==> src/rtl/dbf_pkg.sv <==
package dbf_pkg;
  typedef enum logic [1:0] {
    FILT_OFF       = 2'b00,
    FILT_KEEP_LOW  = 2'b01,
    FILT_KEEP_HIGH = 2'b10,
    FILT_BOTH      = 2'b11
  } filt_mode_e;
endpackage

==> src/rtl/dbf_sync.sv <==
module dbf_sync #(
  parameter int STAGES = 2
) (
  input  logic clk_i,
  input  logic rst_ni,
  input  logic d_i,
  output logic q_o
);
  logic [STAGES-1:0] chain_q;

  generate
    for (genvar s = 0; s < STAGES; s++) begin : g_stage
      if (s == 0) begin : g_first
        always_ff @(posedge clk_i or negedge rst_ni)
          if (!rst_ni) chain_q[0] <= 1'b0;
          else         chain_q[0] <= d_i;
      end else begin : g_next
        always_ff @(posedge clk_i or negedge rst_ni)
          if (!rst_ni) chain_q[s] <= 1'b0;
          else         chain_q[s] <= chain_q[s-1];
      end
    end
  endgenerate

  assign q_o = chain_q[STAGES-1];
endmodule

==> src/rtl/dbf_limit.sv <==
module dbf_limit #(
  parameter int          TMR_W = 4,
  parameter int unsigned UNIT0 = 2,
  parameter int unsigned UNIT1 = 8,
  parameter int unsigned UNIT2 = 512,
  parameter int unsigned UNIT3 = 2048,
  parameter int          LIM_W = 15
) (
  input  logic [TMR_W-1:0] count_i,
  input  logic             large_i,
  input  logic             fine_i,
  output logic [LIM_W-1:0] lim_o
);
  logic [LIM_W-1:0] unit;

  always_comb begin
    unique case ({large_i, fine_i})
      2'b00:   unit = LIM_W'(UNIT0);
      2'b01:   unit = LIM_W'(UNIT1);
      2'b10:   unit = LIM_W'(UNIT2);
      default: unit = LIM_W'(UNIT3);
    endcase
  end

  assign lim_o = LIM_W'(count_i) * unit;
endmodule

==> src/rtl/dbf_qualify.sv <==
module dbf_qualify
  import dbf_pkg::*;
#(
  parameter int LIM_W = 15
) (
  input  logic             clk_i,
  input  logic             rst_ni,
  input  logic             tick_i,
  input  logic             sync_i,
  input  logic [LIM_W-1:0] lim_i,
  input  filt_mode_e       mode_i,
  input  logic             cfg_chg_i,
  output logic             state_o,
  output logic             level_o,
  output logic             change_o
);
  logic             state_q, last_q;
  logic [LIM_W-1:0] cnt_q;
  logic [LIM_W-1:0] cnt_nxt;
  logic             differ, pass_now;

  assign differ  = sync_i != state_q;
  assign cnt_nxt = cnt_q + LIM_W'(1);

  // transitions toward the preserved polarity skip the timer
  always_comb begin
    unique case (mode_i)
      FILT_OFF:       pass_now = 1'b1;
      FILT_KEEP_LOW:  pass_now = ~sync_i;
      FILT_KEEP_HIGH: pass_now = sync_i;
      default:        pass_now = 1'b0;
    endcase
    if (lim_i == '0) pass_now = 1'b1;
  end

  always_ff @(posedge clk_i or negedge rst_ni) begin
    if (!rst_ni) begin
      state_q <= 1'b0;
      cnt_q   <= '0;
    end else if (differ && pass_now) begin
      state_q <= sync_i;
      cnt_q   <= '0;
    end else if (!differ || cfg_chg_i) begin
      cnt_q   <= '0;
    end else if (tick_i) begin
      if (cnt_nxt >= lim_i) begin
        state_q <= sync_i;
        cnt_q   <= '0;
      end else begin
        cnt_q   <= cnt_nxt;
      end
    end
  end

  assign level_o = (mode_i == FILT_OFF) ? sync_i : state_q;

  always_ff @(posedge clk_i or negedge rst_ni)
    if (!rst_ni) last_q <= 1'b0;
    else         last_q <= level_o;

  assign change_o = level_o ^ last_q;
  assign state_o  = state_q;
endmodule

==> src/rtl/pin_debounce_filter.sv <==
module pin_debounce_filter
  import dbf_pkg::*;
#(
  parameter int          TMR_W  = 4,
  parameter int          STAGES = 2,
  parameter int unsigned UNIT0  = 2,
  parameter int unsigned UNIT1  = 8,
  parameter int unsigned UNIT2  = 512,
  parameter int unsigned UNIT3  = 2048
) (
  input  logic             clk_i,
  input  logic             rst_ni,
  input  logic             tick_i,
  input  logic             pin_i,
  input  logic [TMR_W-1:0] tmr_count_i,
  input  logic             unit_large_i,
  input  logic             unit_fine_i,
  input  logic [1:0]       filt_mode_i,
  output logic             level_o,
  output logic             change_o
);
  localparam int unsigned MAX_A    = (UNIT0 > UNIT1) ? UNIT0 : UNIT1;
  localparam int unsigned MAX_B    = (UNIT2 > UNIT3) ? UNIT2 : UNIT3;
  localparam int unsigned MAX_UNIT = (MAX_A > MAX_B) ? MAX_A : MAX_B;
  localparam int          LIM_W    = $clog2(((2**TMR_W) - 1) * MAX_UNIT + 1);
  localparam int          CFG_W    = TMR_W + 4;

  logic             sync_q;
  logic [LIM_W-1:0] lim;
  logic [CFG_W-1:0] cfg_now, cfg_q;
  logic             cfg_chg;
  logic             filt_state;

  dbf_sync #(.STAGES(STAGES)) u_sync (
    .clk_i (clk_i),
    .rst_ni(rst_ni),
    .d_i   (pin_i),
    .q_o   (sync_q)
  );

  dbf_limit #(
    .TMR_W(TMR_W), .UNIT0(UNIT0), .UNIT1(UNIT1),
    .UNIT2(UNIT2), .UNIT3(UNIT3), .LIM_W(LIM_W)
  ) u_limit (
    .count_i(tmr_count_i),
    .large_i(unit_large_i),
    .fine_i (unit_fine_i),
    .lim_o  (lim)
  );

  assign cfg_now = {tmr_count_i, unit_large_i, unit_fine_i, filt_mode_i};

  always_ff @(posedge clk_i or negedge rst_ni)
    if (!rst_ni) cfg_q <= '0;
    else         cfg_q <= cfg_now;

  assign cfg_chg = cfg_now != cfg_q;

  dbf_qualify #(.LIM_W(LIM_W)) u_qual (
    .clk_i    (clk_i),
    .rst_ni   (rst_ni),
    .tick_i   (tick_i),
    .sync_i   (sync_q),
    .lim_i    (lim),
    .mode_i   (filt_mode_e'(filt_mode_i)),
    .cfg_chg_i(cfg_chg),
    .state_o  (filt_state),
    .level_o  (level_o),
    .change_o (change_o)
  );
endmodule

==> config.mk <==
export PLATFORM = sky130hd
export DESIGN_NAME = pin_debounce_filter
export DESIGN_NICKNAME = d
export VERILOG_FILES = /design/src/rtl/dbf_pkg.sv /design/src/rtl/dbf_sync.sv /design/src/rtl/dbf_limit.sv /design/src/rtl/dbf_qualify.sv /design/src/rtl/pin_debounce_filter.sv
export SDC_FILE = /design/constraint.sdc
export NUM_CORES = 1
export LEC_CHECK = 0
export BUFFER_PORTS_ARGS = -buffer_cell sky130_fd_sc_hd__buf_2
export CORE_MARGIN = 3
export CORE_UTILIZATION = 40
export DETAILED_ROUTE_END_ITERATION = 6
export HOLD_SLACK_MARGIN = 0.15
export PLACE_DENSITY = 0.54
export SYNTH_ARGS = -nofsm -noshare
export SYNTH_HDL_FRONTEND = slang
export SYNTH_HIERARCHICAL = 1
export SYNTH_SLANG_ARGS = --single-unit
==> constraint.sdc <==
create_clock -name clk_i -period 3.4 [get_ports clk_i]
set_input_delay 0.51 -clock clk_i [delete_from_list [all_inputs] [get_ports clk_i]]
set_output_delay 0.51 -clock clk_i [all_outputs]
set_load 0.03 [all_outputs]
Word-level counts from Yosys, hierarchy flattened --
Index checks and enable logic that the tools add are counted.
Operators by class: add/sub/neg operators 1, multipliers 1, $lt $le $gt $ge 1, equality and inequality tests 7, multiplexer cells 12, bitwise logic cells 2, reductions and logical operators 10
Operators with widths (number):
- 2-to-1 mux 15 bit | 4
- case mux 12 bit (3 select lines) | 1
- adder 15 x 1 -> 15 bit (second input constant) | 1
- greater-or-equal comparator 15 bit | 1
- logical NOT 15 bit | 1
- multiplier 4 x 12 -> 15 bit | 1
- inequality test 8 bit | 1
- 2-to-1 mux 1 bit | 6
- equality test 2 x 1 -> 1 bit (second input constant) | 2
- equality test 2 bit (second input constant) | 2
- logical NOT 2 bit | 2
- nonzero test 2 bit | 2
- case mux 1 bit (3 select lines) | 1
- AND reduction 3 bit | 1
- nonzero test 3 bit | 1
- inequality test 2 x 1 -> 1 bit (second input constant) | 1
- logical AND 1 bit | 1
- logical NOT 1 bit | 1
- logical OR 1 bit | 1
- inequality test 1 bit | 1
- NOT 1 bit | 1
- XOR 1 bit | 1
Storage, ports and cells: register bits 27, bits of input ports 12, output and inout port bits 2, logic and storage cells 40

Logic depth before layout (Yosys ltp) --
Gate-level depths: netlist of the first run.
depth after elaboration 8, depth in mapped cells 16, gate-level depth less buffers 15

Modules after synthesis --
The synthesis of the first run kept the hierarchy.
Modules (own cells, without submodules):
- dbf_qualify | instances 1, cells an instance 160, area each 1406.3 sq um
- dbf_limit | instances 1, cells an instance 37, area each 325.3 sq um
- pin_debounce_filter | instances 1, cells an instance 19, area each 286.5 sq um
- dbf_sync | instances 1, cells an instance 2, area each 50.0 sq um

Worst setup path after synthesis of the first run --
Ideal clock, no wire load.
path type input-to-reg, start point input port unit_large_i, end point register u_qual.cnt_q[0], data arrival time 3.366 ns, slack -0.044 ns, stages on the path 15, buffers on the path 0, cell sequence nor2b_4 and2_1 ha_1 ha_1 ha_1 xor2_1 xnor2_1 inv_1 ha_1 nand4_1 nor4_1 or3_4 nor4_4 or3b_1 a21oi_1
Between the ends: word-level cells in the longest chain between the ends 8
RTL lines:
- from (decl) | RTL line pin_debounce_filter.sv:16 | input logic unit_large_i,
- equality test 2 bit (tied with other cells) | RTL line dbf_limit.sv:17 | unique case ({large_i, fine_i})
- case mux 12 bit (3 select lines) * | RTL line dbf_limit.sv:17
- multiplier 4 x 12 -> 15 bit * | RTL line dbf_limit.sv:25 | assign lim_o = LIM_W'(count_i) * unit;
- net lim[14] | RTL line pin_debounce_filter.sv:29 | logic [LIM_W-1:0] lim;
- greater-or-equal comparator 15 bit | RTL line dbf_qualify.sv:46 | if (cnt_nxt >= lim_i) begin
- 2-to-1 mux 15 bit | RTL line dbf_qualify.sv:46
- 2-to-1 mux 15 bit | RTL line dbf_qualify.sv:45 | end else if (tick_i) begin
- 2-to-1 mux 15 bit | RTL line dbf_qualify.sv:43 | end else if (!differ || cfg_chg_i) begin
- 2-to-1 mux 15 bit | RTL line dbf_qualify.sv:40 | end else if (differ && pass_now) begin
- to (signal assigned) | RTL line dbf_qualify.sv:50 | cnt_q <= cnt_nxt;
- to (decl) | RTL line dbf_qualify.sv:18 | logic [LIM_W-1:0] cnt_q;
The timed path passes the listed nets; every way through them passes the cells marked *. The select of a mux whose other input is x is not followed. A chain may end at the register's enable or synchronous reset.

Final worst setup path of the first run --
start point input port unit_fine_i, end point register u_qual.cnt_q[0]
Between the ends: word-level cells in the longest chain between the ends 8
RTL lines:
- from (decl) | RTL line pin_debounce_filter.sv:17 | input logic unit_fine_i,
- equality test 2 bit (tied with other cells) | RTL line dbf_limit.sv:17
- case mux 12 bit (3 select lines) * | RTL line dbf_limit.sv:17
- multiplier 4 x 12 -> 15 bit * | RTL line dbf_limit.sv:25
- net lim[6] | RTL line pin_debounce_filter.sv:29
- greater-or-equal comparator 15 bit | RTL line dbf_qualify.sv:46
- 2-to-1 mux 15 bit | RTL line dbf_qualify.sv:46
- 2-to-1 mux 15 bit | RTL line dbf_qualify.sv:45
- 2-to-1 mux 15 bit | RTL line dbf_qualify.sv:43
- 2-to-1 mux 15 bit | RTL line dbf_qualify.sv:40
Marked as above.

==> results.yml, run 1 <==
run_status:
  status: "finished, final reports clean"
critical_path:
  end_kind: "register"
  path_common_cell: "sky130_fd_sc_hd__ha_2"
  timing.critical_path.required_ns: 3.62
  timing.critical_path.arrival_ns: 3.56
  crit_type: "in -> reg"
  path_max_fanout: 6
  worst_path_cell_trace: "clkbuf_4 -> nor2b_4 -> and2_1 -> ha_1 -> ha_2 -> ha_2 -> xor2_2 -> inv_2 -> ha_4 -> nand4_1 -> nor4_2 -> or3_4 -> nor4_4 -> or3b_4 -> a21oi_2"
  worst_path_dominant_cell_family: "simple AND/OR/NAND/NOR gates"
  cp.buffers_inverters: 2
  crit_path_start_kind: "input port"
  critPathMaxStageDelay_ns: 0.43
  critical_path.slowest_cell: "sky130_fd_sc_hd__or3b_4"
timing:
  final-max-slew-violation-count: 0
  setup_ws_ns: 0.0594
  maxSlewHeadroom_pct: 58.2
  final_period_minus_worst_setup_slack_ns: 3.34
  timing_worst_slew_pin_value_ns: 0.627
  setup_repair_after_global_routing_missed_its_margin: "yes"
  period_utilization_post_route_pct: 98.3
  top_achievable_clock_speed_mhz: 299
  worst_clock_skew_on_the_final_layout_ns: 0.00503
  setup_viol_count_final: 0
  final.hold.worst_slack_ns: 0.239
  fin_setup_tns_ns: 0
  timing.final.hold_violations: 0
floorplanning:
  dieArea_um2: 6070
  floorplan.io_pins: 14
  initial_utilization_pct: 42.7
  die_height_um: 77.9
  core_um2: 4850
  rows: 25
  die_width_um: 77.9
synthesis:
  synthesis.yosys.warnings: 6
  yosys_register_bits: 27
  cell_area_after_synthesis_um2: 2070
  post_synth_inst_count: 218
  ys_top_cells_by_area: "sky130_fd_sc_hd__dfrtp_1 (33%), sky130_fd_sc_hd__ha_1 (16%), sky130_fd_sc_hd__xor2_1 (6.8%), sky130_fd_sc_hd__a32o_1 (4.4%), sky130_fd_sc_hd__and2_1 (3.9%)"
  synth_top_area_share_pct: 32.7
  synth.avg_cell_area_um2: 9.49
  yosysUniqueCellTypes: 34
  sequential_element_share_of_the_synthesized_area_pct: 32.7
  synth_top_area_cell: "sky130_fd_sc_hd__dfrtp_1"
global_route:
  wire_length_of_the_first_global_routing_pass_mm: 7.65
  antenna_found_initial: 0
  maximum_number_of_pins_on_one_net_before_global_route_repair: 28
  grt_remaining_overflow: 0
  global_route.usage.total_pct: 15.6
  grt_pass1_vias: 1670
worst_hold_path:
  worstHoldPathType: "in -> async"
drt:
  drt-met1-wl_mm: 2.23
  highest-signal-layer: "met4"
  drc: 0
  post_drt_via_cell_ratio: 5.15
  initialDrtViolationCount: 77
  post_route_wl_mm: 4.52
  met2WireLength_mm: 2.18
  wl_met3_um: 92
  route.antenna.remaining_nets: 0
  firstDrtPassIters: 5
  via_count: 1706
  route.detailed.wl_per_inst_um: 13.7
clocking:
  cts.sinks: 27
  insertion_delay_of_the_later_clocked_pin_in_the_worst_skew_pair_ns: 0.27
  cts_root_buffer: "sky130_fd_sc_hd__clkbuf_8"
  worst_setup_hold_path_clk_slew_ns: 0.10
  tritoncts_clock_tree: "done"
  tritoncts.num_buffers: 3
  clock_tree.htree_level_count: 1
  cts.path.max_buffers: 2
pwr:
  worst_ir_drop_vdd_mv: 0.308
  p_sw_share_pct: 32.4
  seq_power_share_pct: 43.5
  cellPowerDensity_nw_per_um2: 302
  internal_power_mw: 0.541
  p_switching_mw: 0.259
  leakage_nw: 1.23
  power.total_mw: 0.800
  p_comb_share_pct: 32.5
  clock_power_share_pct: 24.0
placement:
  dp_worst_setup_slack_ns: -0.336
  numPlacedInstances: 323
  placed_cell_area_um2: 2490
  io_buffers: 13
  globalplace.congestion: 0.759
  hpwlAfterDp_mm: 3.45
final_layout:
  drive_above_1_share_pct: 31.4
  num-fill-cells: 458
  finalCoreUtilization_pct: 54.6
  area_delta_synth_final_pct: 28.1
  nets: 304
  finish.cell_count_without_fillers: 331
  layout.cell_area.non_filler_um2: 2650
  antenna-diode-count: 0
flow_run:
  cap_viol_max_count: 0
-- synth_stat cells (all sizes together) --
cell	count
dfrtp	27
ha	27
inv	20
xor2	16
and2	13
nand3	13
nor2	13
nand2	12
a32o	9
a21oi	8
xnor2	8
nor4	7
buf	5
nand4	5
nor3	4
a21o	3
a31oi	3
and3	3
mux2	3
nor2b	3
or2	3
mux2i	2
nand3b	2
o211ai	2
a211oi	1
a311oi	1
a31o	1
conb	1
o21ai	1
or3	1
or3b	1
-- layout make-up --
class                   count  area (um^2)  area share, %
repair buffers             46          342           12.9
flip-flops and latches     27          676           25.5
clock buffers               4         45.0           1.70
multi-input cells         167         1430           53.9
well taps                  67         83.8           3.16
inverters                  20         75.1           2.83
-- power groups by stage --
| stage | registers (mW) | clock network, mW | logic [mW] |
|---|---|---|---|
| after global routing | 0.350 | 0.212 | 0.283 |
| after floorplan | 0.353 | 0 | 0.150 |
| after CTS | 0.348 | 0.199 | 0.247 |
| final | 0.348 | 0.192 | 0.260 |
| after detailed placement | 0.355 | 0 | 0.242 |
| after global placement | 0.354 | 0 | 0.242 |
-- worst paths after layout --
check / from / endpoint / slack, ns / depth (start not counted)
min reg2reg: u_sync/chain_q[0]$_DFF_PN0_ / u_sync/q_o$_DFF_PN0_ / 0.36 / 0
min in group clk_i: pin_i / u_sync/chain_q[0]$_DFF_PN0_ / 0.33 / 1
min: rst_ni / u_qual/cnt_q[7]$_DFFE_PN0P_ / 0.24 / 1
max: unit_fine_i / u_qual/cnt_q[0]$_DFFE_PN0P_ / 0.06 / 15
max reg2reg: u_qual/cnt_q[0]$_DFFE_PN0P_ / u_qual/cnt_q[0]$_DFFE_PN0P_ / 0.21 / 13
max in group asynchronous: rst_ni / cfg_q[5]$_DFF_PN0_ / 2.75 / 1
-- cell usage in the layout (no fill, tap or decap), types with 5 or more instances in the layout --
master	synthesis	layout
sky130_fd_sc_hd__ha_4	0	7
sky130_fd_sc_hd__and2_1	13	12
sky130_fd_sc_hd__xnor2_1	8	8
sky130_fd_sc_hd__nor2_1	13	12
sky130_fd_sc_hd__inv_1	20	19
sky130_fd_sc_hd__xor2_1	16	15
sky130_fd_sc_hd__buf_4	2	31
sky130_fd_sc_hd__ha_1	27	17
sky130_fd_sc_hd__buf_2	3	11
sky130_fd_sc_hd__a32o_1	9	9
sky130_fd_sc_hd__dfrtp_1	27	27
sky130_fd_sc_hd__nor4_1	6	5
sky130_fd_sc_hd__nand4_1	5	5
sky130_fd_sc_hd__nand2_1	12	12
sky130_fd_sc_hd__nand3_1	13	13
sky130_fd_sc_hd__a21oi_1	8	7
-- what timing repair did --
action	in CTS	in global routing
resized for setup	2	17
pin swaps	3	9
hold buffers	0	0
buffers inserted	2	3
setup endpoints to repair	2	16
-- metal layers --
| layer | track usage [%] | up-vias |
|---|---|---|
| met5 | 0 | - |
| met4 | 3.67 | 0 |
| met2 | 26.5 | 13 |
| met3 | 1.74 | 2 |
| met1 | 21.1 | 826 |
| li1 | - | 865 |
-- registers in the layout (all words and copies together), names as in the netlist --
| signal | cells |
|---|---|
| u_qual/last_q | 1 |
| u_qual/state_o | 1 |
| cfg_q | 8 |
| u_sync/chain_q | 1 |
| u_sync/q_o | 1 |
| u_qual/cnt_q | 15 |
-- cells by family after synthesis --
kind of cell	count (synthesis)	share of synthesized area, %
flip-flops	27	32.7
XOR/XNOR	24	10.2
AO/OA/AOI/OAI	29	10.7
multiplexers	5	2.60
buffers and inverters	25	5.08
other	1	0.181
adder cells (fa/ha/maj)	27	16.3
AND/OR/NAND/NOR	80	22.3
Note: power is estimated with default switching activity, not from simulation.
==> inputs of run 2 (changes only) <==
- CORE_ASPECT_RATIO: default -> 1.2
==> results.yml, run 2 (synthesis gave the netlist of run 1 again) <==
run_status:
  status: "finished, final reports clean"
flow_run:
  cap_viol_max_count: 0
floorplanning:
  core_um2: 4970
  rows: 28
  initial_utilization_pct: 41.6
  die_height_um: 84.8
  floorplan.io_pins: 14
  die_width_um: 71.6
  dieArea_um2: 6070
pwr:
  cellPowerDensity_nw_per_um2: 301
  worst_ir_drop_vdd_mv: 0.133
  leakage_nw: 1.21
drt:
  initialDrtViolationCount: 26
  via_count: 1653
  route.detailed.wl_per_inst_um: 13.9
  post_drt_via_cell_ratio: 5.17
  firstDrtPassIters: 4
  drc: 0
  route.antenna.remaining_nets: 0
  post_route_wl_mm: 4.45
timing:
  period_utilization_post_route_pct: 96.2
  maxSlewHeadroom_pct: 57.6
  setup_repair_after_global_routing_missed_its_margin: "no"
  final_period_minus_worst_setup_slack_ns: 3.27
  top_achievable_clock_speed_mhz: 306
  setup_viol_count_final: 0
  final-max-slew-violation-count: 0
  timing.final.hold_violations: 0
  timing_worst_slew_pin_value_ns: 0.635
  worst_clock_skew_on_the_final_layout_ns: 0.00190
global_route:
  grtUsageMet2_pct: 27.8
  grt_remaining_overflow: 0
  gr-max-usage-layer: "met2"
  maximum_number_of_pins_on_one_net_before_global_route_repair: 28
  antenna_found_initial: 0
  global_route.usage.total_pct: 15.9
  met3_usage_pct: 2.28
  wire_length_of_the_first_global_routing_pass_mm: 7.58
  grt_pass1_vias: 1686
  globalRouteMet1Util_pct: 19.8
final_layout:
  area_delta_synth_final_pct: 27.9
  layout.cell_area.non_filler_um2: 2650
  regMostFlops: "u_qual/cnt_q"
  finish.cell_count_without_fillers: 320
  layout.cells.most_common_list: "sky130_fd_sc_hd__dfrtp_1 (27), sky130_fd_sc_hd__buf_4 (27), sky130_fd_sc_hd__inv_1 (18)"
  num-fill-cells: 477
  nets: 300
  antenna-diode-count: 0
  largest_register_ff_count: 15
  registers_with_the_most_flip_flops: "u_qual/cnt_q (15), cfg_q (8)"
  drive_above_1_share_pct: 33.1
critical_path:
  worstReg2RegStart: "u_qual/cnt_q[0]$_DFFE_PN0P_"
  end_kind: "register"
  rr_worst_depth: 13
  crit_type: "in -> reg"
  setup.reg_to_reg.worst_slack_ns: 0.20
  path_max_fanout: 6
  crit_path_start_kind: "input port"
  timing.critical_path.required_ns: 3.61
  worstReg2RegEnd: "u_qual/cnt_q[0]$_DFFE_PN0P_"
  timing.critical_path.arrival_ns: 3.49
placement:
  placed_cell_area_um2: 2450
  io_buffers: 13
  hpwlAfterDp_mm: 3.49
  numPlacedInstances: 313
  globalplace.congestion: 0.768
clocking:
  cts.sinks: 27
  tritoncts.num_buffers: 3
  tritoncts_clock_tree: "done"
  clock_tree.htree_level_count: 1
  cts_root_buffer: "sky130_fd_sc_hd__clkbuf_8"
  insertion_delay_of_the_later_clocked_pin_in_the_worst_skew_pair_ns: 0.27
  cts.path.max_buffers: 2
  worst_setup_hold_path_clk_slew_ns: 0.09
worst_hold_path:
  worstHoldPathType: "in -> async"
run 2: cell types whose count changed in the layout (fill, tap and decap cells not counted), moves of 2 or more:
cell	previous run	this run
sky130_fd_sc_hd__nor2_2	0	3
sky130_fd_sc_hd__xor2_1	15	13
sky130_fd_sc_hd__buf_4	31	27
sky130_fd_sc_hd__nor2_1	12	10
sky130_fd_sc_hd__xor2_2	1	3
run 2: worst max path at each step:
stage | start | cells after the start | endpoint
final | unit_large_i | 16 | u_qual/cnt_q[0]$_DFFE_PN0P_
after global routing | u_qual/cnt_q[1]$_DFFE_PN0P_ | 13 | u_qual/cnt_q[0]$_DFFE_PN0P_
after CTS | unit_large_i | 16 | u_qual/cnt_q[0]$_DFFE_PN0P_
after detailed placement | unit_large_i | 16 | u_qual/cnt_q[0]$_DFFE_PN0P_
after global placement | unit_large_i | 16 | u_qual/cnt_q[0]$_DFFE_PN0P_
after floorplan | unit_large_i | 15 | u_qual/cnt_q[0]$_DFFE_PN0P_
run 2: timing repair:
action	in CTS	in global routing
buffers inserted	2	1
endpoints found under the setup margin	3	16
pin swaps	3	11
hold buffers	0	0
gates resized for setup	5	22
run 2: area by class of cell:
cell class / instances / area, um^2 / area share (%)
sequential: 27 / 676 / 25.5
inverter: 20 / 75.1 / 2.84
multi-input combinational: 167 / 1460 / 55.2
clock buffer: 4 / 45.0 / 1.70
tap: 60 / 75.1 / 2.84
timing repair buffer: 42 / 315 / 11.9
run 2: per-stage QoR:
stage	total power, mW	hold WS (ns)	setup slack, ns	util (%)	TNS [ns]
floorplan	0.503	0.214	-0.0218	-	-0.0218
global placement	0.592	0.331	-0.311	49.3	-4.12
detailed placement	0.592	0.369	-0.352	49.3	-3.97
CTS	0.804	0.272	0.00272	51.1	0
global route	0.851	0.286	0.000393	53.2	0
finish	0.798	0.241	0.128	53.2	0
run 2: per-layer routing:
| layer | wire (um) | vias up |
|---|---|---|
| met3 | 110 | 7 |
| met1 | 2000 | 773 |
| met5 | 0 | - |
| met4 | 77 | 0 |
| li1 | - | 853 |
| met2 | 2260 | 20 |
run 2: report_power, final:
part / switching (mW) / internal [mW]
sequential: 0.0101 / 0.338
combinational: 0.138 / 0.124
clock: 0.104 / 0.0842
run 2: worst max-delay path, stage by stage:
cell and delay, ns:
sky130_fd_sc_hd__buf_8 0.11, sky130_fd_sc_hd__nor2b_4 0.12, sky130_fd_sc_hd__and2_4 0.14, sky130_fd_sc_hd__ha_4 0.16
sky130_fd_sc_hd__ha_4 0.23, sky130_fd_sc_hd__ha_4 0.16, sky130_fd_sc_hd__xor2_2 0.18, sky130_fd_sc_hd__xnor2_2 0.18
sky130_fd_sc_hd__inv_2 0.07, sky130_fd_sc_hd__ha_4 0.24, sky130_fd_sc_hd__nand4_1 0.12, sky130_fd_sc_hd__nor4_1 0.08
sky130_fd_sc_hd__or3_4 0.34, sky130_fd_sc_hd__nor4_4 0.30, sky130_fd_sc_hd__or3b_4 0.43, sky130_fd_sc_hd__a21oi_2 0.13
==> inputs of run 3 (changes only) <==
- PLACE_DENSITY: 0.54 -> default
==> results.yml, run 3 (synthesis gave the netlist of run 1 again) <==
floorplanning:
  floorplan.io_pins: 14
  dieArea_um2: 6070
  die_width_um: 71.6
  die_height_um: 84.8
  core_um2: 4970
  rows: 28
  initial_utilization_pct: 41.6
final_layout:
  regMostFlops: "u_qual/cnt_q"
  nets: 306
  antenna-diode-count: 0
  layout.cell_area.non_filler_um2: 2700
  num-fill-cells: 465
  registers_with_the_most_flip_flops: "u_qual/cnt_q (15), cfg_q (8)"
  multiInputGateArea_um2: 1470
  ff_latch_area_um2: 676
  finalCoreUtilization_pct: 54.2
  largest_register_ff_count: 15
  drive_above_1_share_pct: 33.8
  layout.cells.most_common_list: "sky130_fd_sc_hd__buf_4 (34), sky130_fd_sc_hd__dfrtp_1 (27), sky130_fd_sc_hd__inv_1 (19)"
  layout_commonest_cell: "sky130_fd_sc_hd__buf_4"
  finish.cell_count_without_fillers: 326
  area_delta_synth_final_pct: 30.3
global_route:
  global_route.usage.total_pct: 15.7
  wire_length_of_the_first_global_routing_pass_mm: 7.73
  grt_pass1_vias: 1698
  antenna_found_initial: 0
  grt_remaining_overflow: 0
  maximum_number_of_pins_on_one_net_before_global_route_repair: 28
placement:
  numPlacedInstances: 317
  globalplace.congestion: 0.804
  placed_cell_area_um2: 2480
  hpwlAfterDp_mm: 3.45
  dp_worst_setup_slack_ns: -0.360
  io_buffers: 13
pwr:
  leakage_nw: 1.26
  p_sw_share_pct: 32.0
  internal_power_mw: 0.548
  power.total_mw: 0.806
  cellPowerDensity_nw_per_um2: 299
  worst_ir_drop_vdd_mv: 0.147
  seq_power_share_pct: 43.2
  clock_power_share_pct: 23.4
  p_switching_mw: 0.258
  p_comb_share_pct: 33.4
clocking:
  clock_tree.htree_level_count: 1
  cts_root_buffer: "sky130_fd_sc_hd__clkbuf_8"
  post_cts_hold_buffer_count: 0
  cts.path.max_buffers: 2
  tritoncts.num_buffers: 3
  tritoncts_clock_tree: "done"
  cts.sinks: 27
  insertion_delay_of_the_later_clocked_pin_in_the_worst_skew_pair_ns: 0.27
  worst_setup_hold_path_clk_slew_ns: 0.10
timing:
  maxSlewHeadroom_pct: 57.5
  setup_viol_count_final: 0
  timing_worst_slew_pin_value_ns: 0.638
  setup_ws_ns: 0.108
  final.hold.worst_slack_ns: 0.245
  final_period_minus_worst_setup_slack_ns: 3.29
  worst_clock_skew_on_the_final_layout_ns: 0.00776
  top_achievable_clock_speed_mhz: 304
  timing.final.hold_violations: 0
  final-max-slew-violation-count: 0
  period_utilization_post_route_pct: 96.8
  fin_setup_tns_ns: 0
run_status:
  status: "finished, final reports clean"
critical_path:
  path_max_fanout: 7
  end_kind: "register"
  setup.reg_to_reg.worst_slack_ns: 0.24
  timing.critical_path.required_ns: 3.61
  crit_type: "in -> reg"
  crit_path_start_kind: "input port"
  timing.critical_path.arrival_ns: 3.50
drt:
  route.detailed.wl_per_inst_um: 13.8
  post_drt_via_cell_ratio: 5.08
  via_count: 1656
  initialDrtViolationCount: 46
  firstDrtPassIters: 4
  route.antenna.remaining_nets: 0
  drc: 0
  post_route_wl_mm: 4.51
flow_run:
  cap_viol_max_count: 0
worst_hold_path:
  worstHoldPathType: "in -> async"
[run 3: area by class of cell]
type                       instances  share of cell area, %
multi-input combinational        167                   54.5
sequential                        27                   25.1
timing repair buffer              48                   13.1
inverter                          20                   2.79
tap                               60                   2.79
clock buffer                       3                   1.53
clock inverter                     1                  0.186
[run 3: worst paths after layout]
kind | from | endpoint | cells after the start
min reg2reg | u_sync/chain_q[0]$_DFF_PN0_ | u_sync/q_o$_DFF_PN0_ | 0
min in group clk_i | pin_i | u_sync/chain_q[0]$_DFF_PN0_ | 1
min | rst_ni | cfg_q[3]$_DFF_PN0_ | 1
max in group asynchronous | rst_ni | u_qual/cnt_q[5]$_DFFE_PN0P_ | 1
max reg2reg | u_qual/cnt_q[0]$_DFFE_PN0P_ | u_qual/cnt_q[0]$_DFFE_PN0P_ | 13
max | unit_fine_i | u_qual/cnt_q[0]$_DFFE_PN0P_ | 16
[run 3: power by group through the flow]
stage | Clock [mW] | Sequential (mW) | Combinational, mW
floorplan | 0 | 0.353 | 0.150
global placement | 0 | 0.354 | 0.238
detailed placement | 0 | 0.354 | 0.239
CTS | 0.198 | 0.348 | 0.249
global route | 0.204 | 0.352 | 0.297
finish | 0.189 | 0.348 | 0.270
[run 3: worst max-delay path, cell delays in order]
cell and delay [ns]:
sky130_fd_sc_hd__buf_4 0.14, sky130_fd_sc_hd__nor2b_4 0.13, sky130_fd_sc_hd__and2_1 0.15, sky130_fd_sc_hd__ha_1 0.23, sky130_fd_sc_hd__ha_4 0.18, sky130_fd_sc_hd__ha_4 0.28, sky130_fd_sc_hd__xor2_2 0.15, sky130_fd_sc_hd__inv_1 0.09
sky130_fd_sc_hd__ha_4 0.21, sky130_fd_sc_hd__buf_4 0.13, sky130_fd_sc_hd__a21oi_2 0.15, sky130_fd_sc_hd__a311oi_2 0.11, sky130_fd_sc_hd__buf_4 0.15, sky130_fd_sc_hd__nor4_4 0.32, sky130_fd_sc_hd__or3b_4 0.42, sky130_fd_sc_hd__a21oi_2 0.15
[run 3: per-layer routing]
metal,vias up,track usage (%),wire (um)
met1,774,21.1,2050
met3,2,1.80,115
met2,19,27.0,2320
li1,861,-,-
met4,0,3.08,25
met5,-,0,0
[run 3: what timing repair did]
item	CTS	global route
resized for setup	4	21
endpoints found under the setup margin	3	16
setup buffers	1	4
gates cloned	0	0
pin swaps	3	14
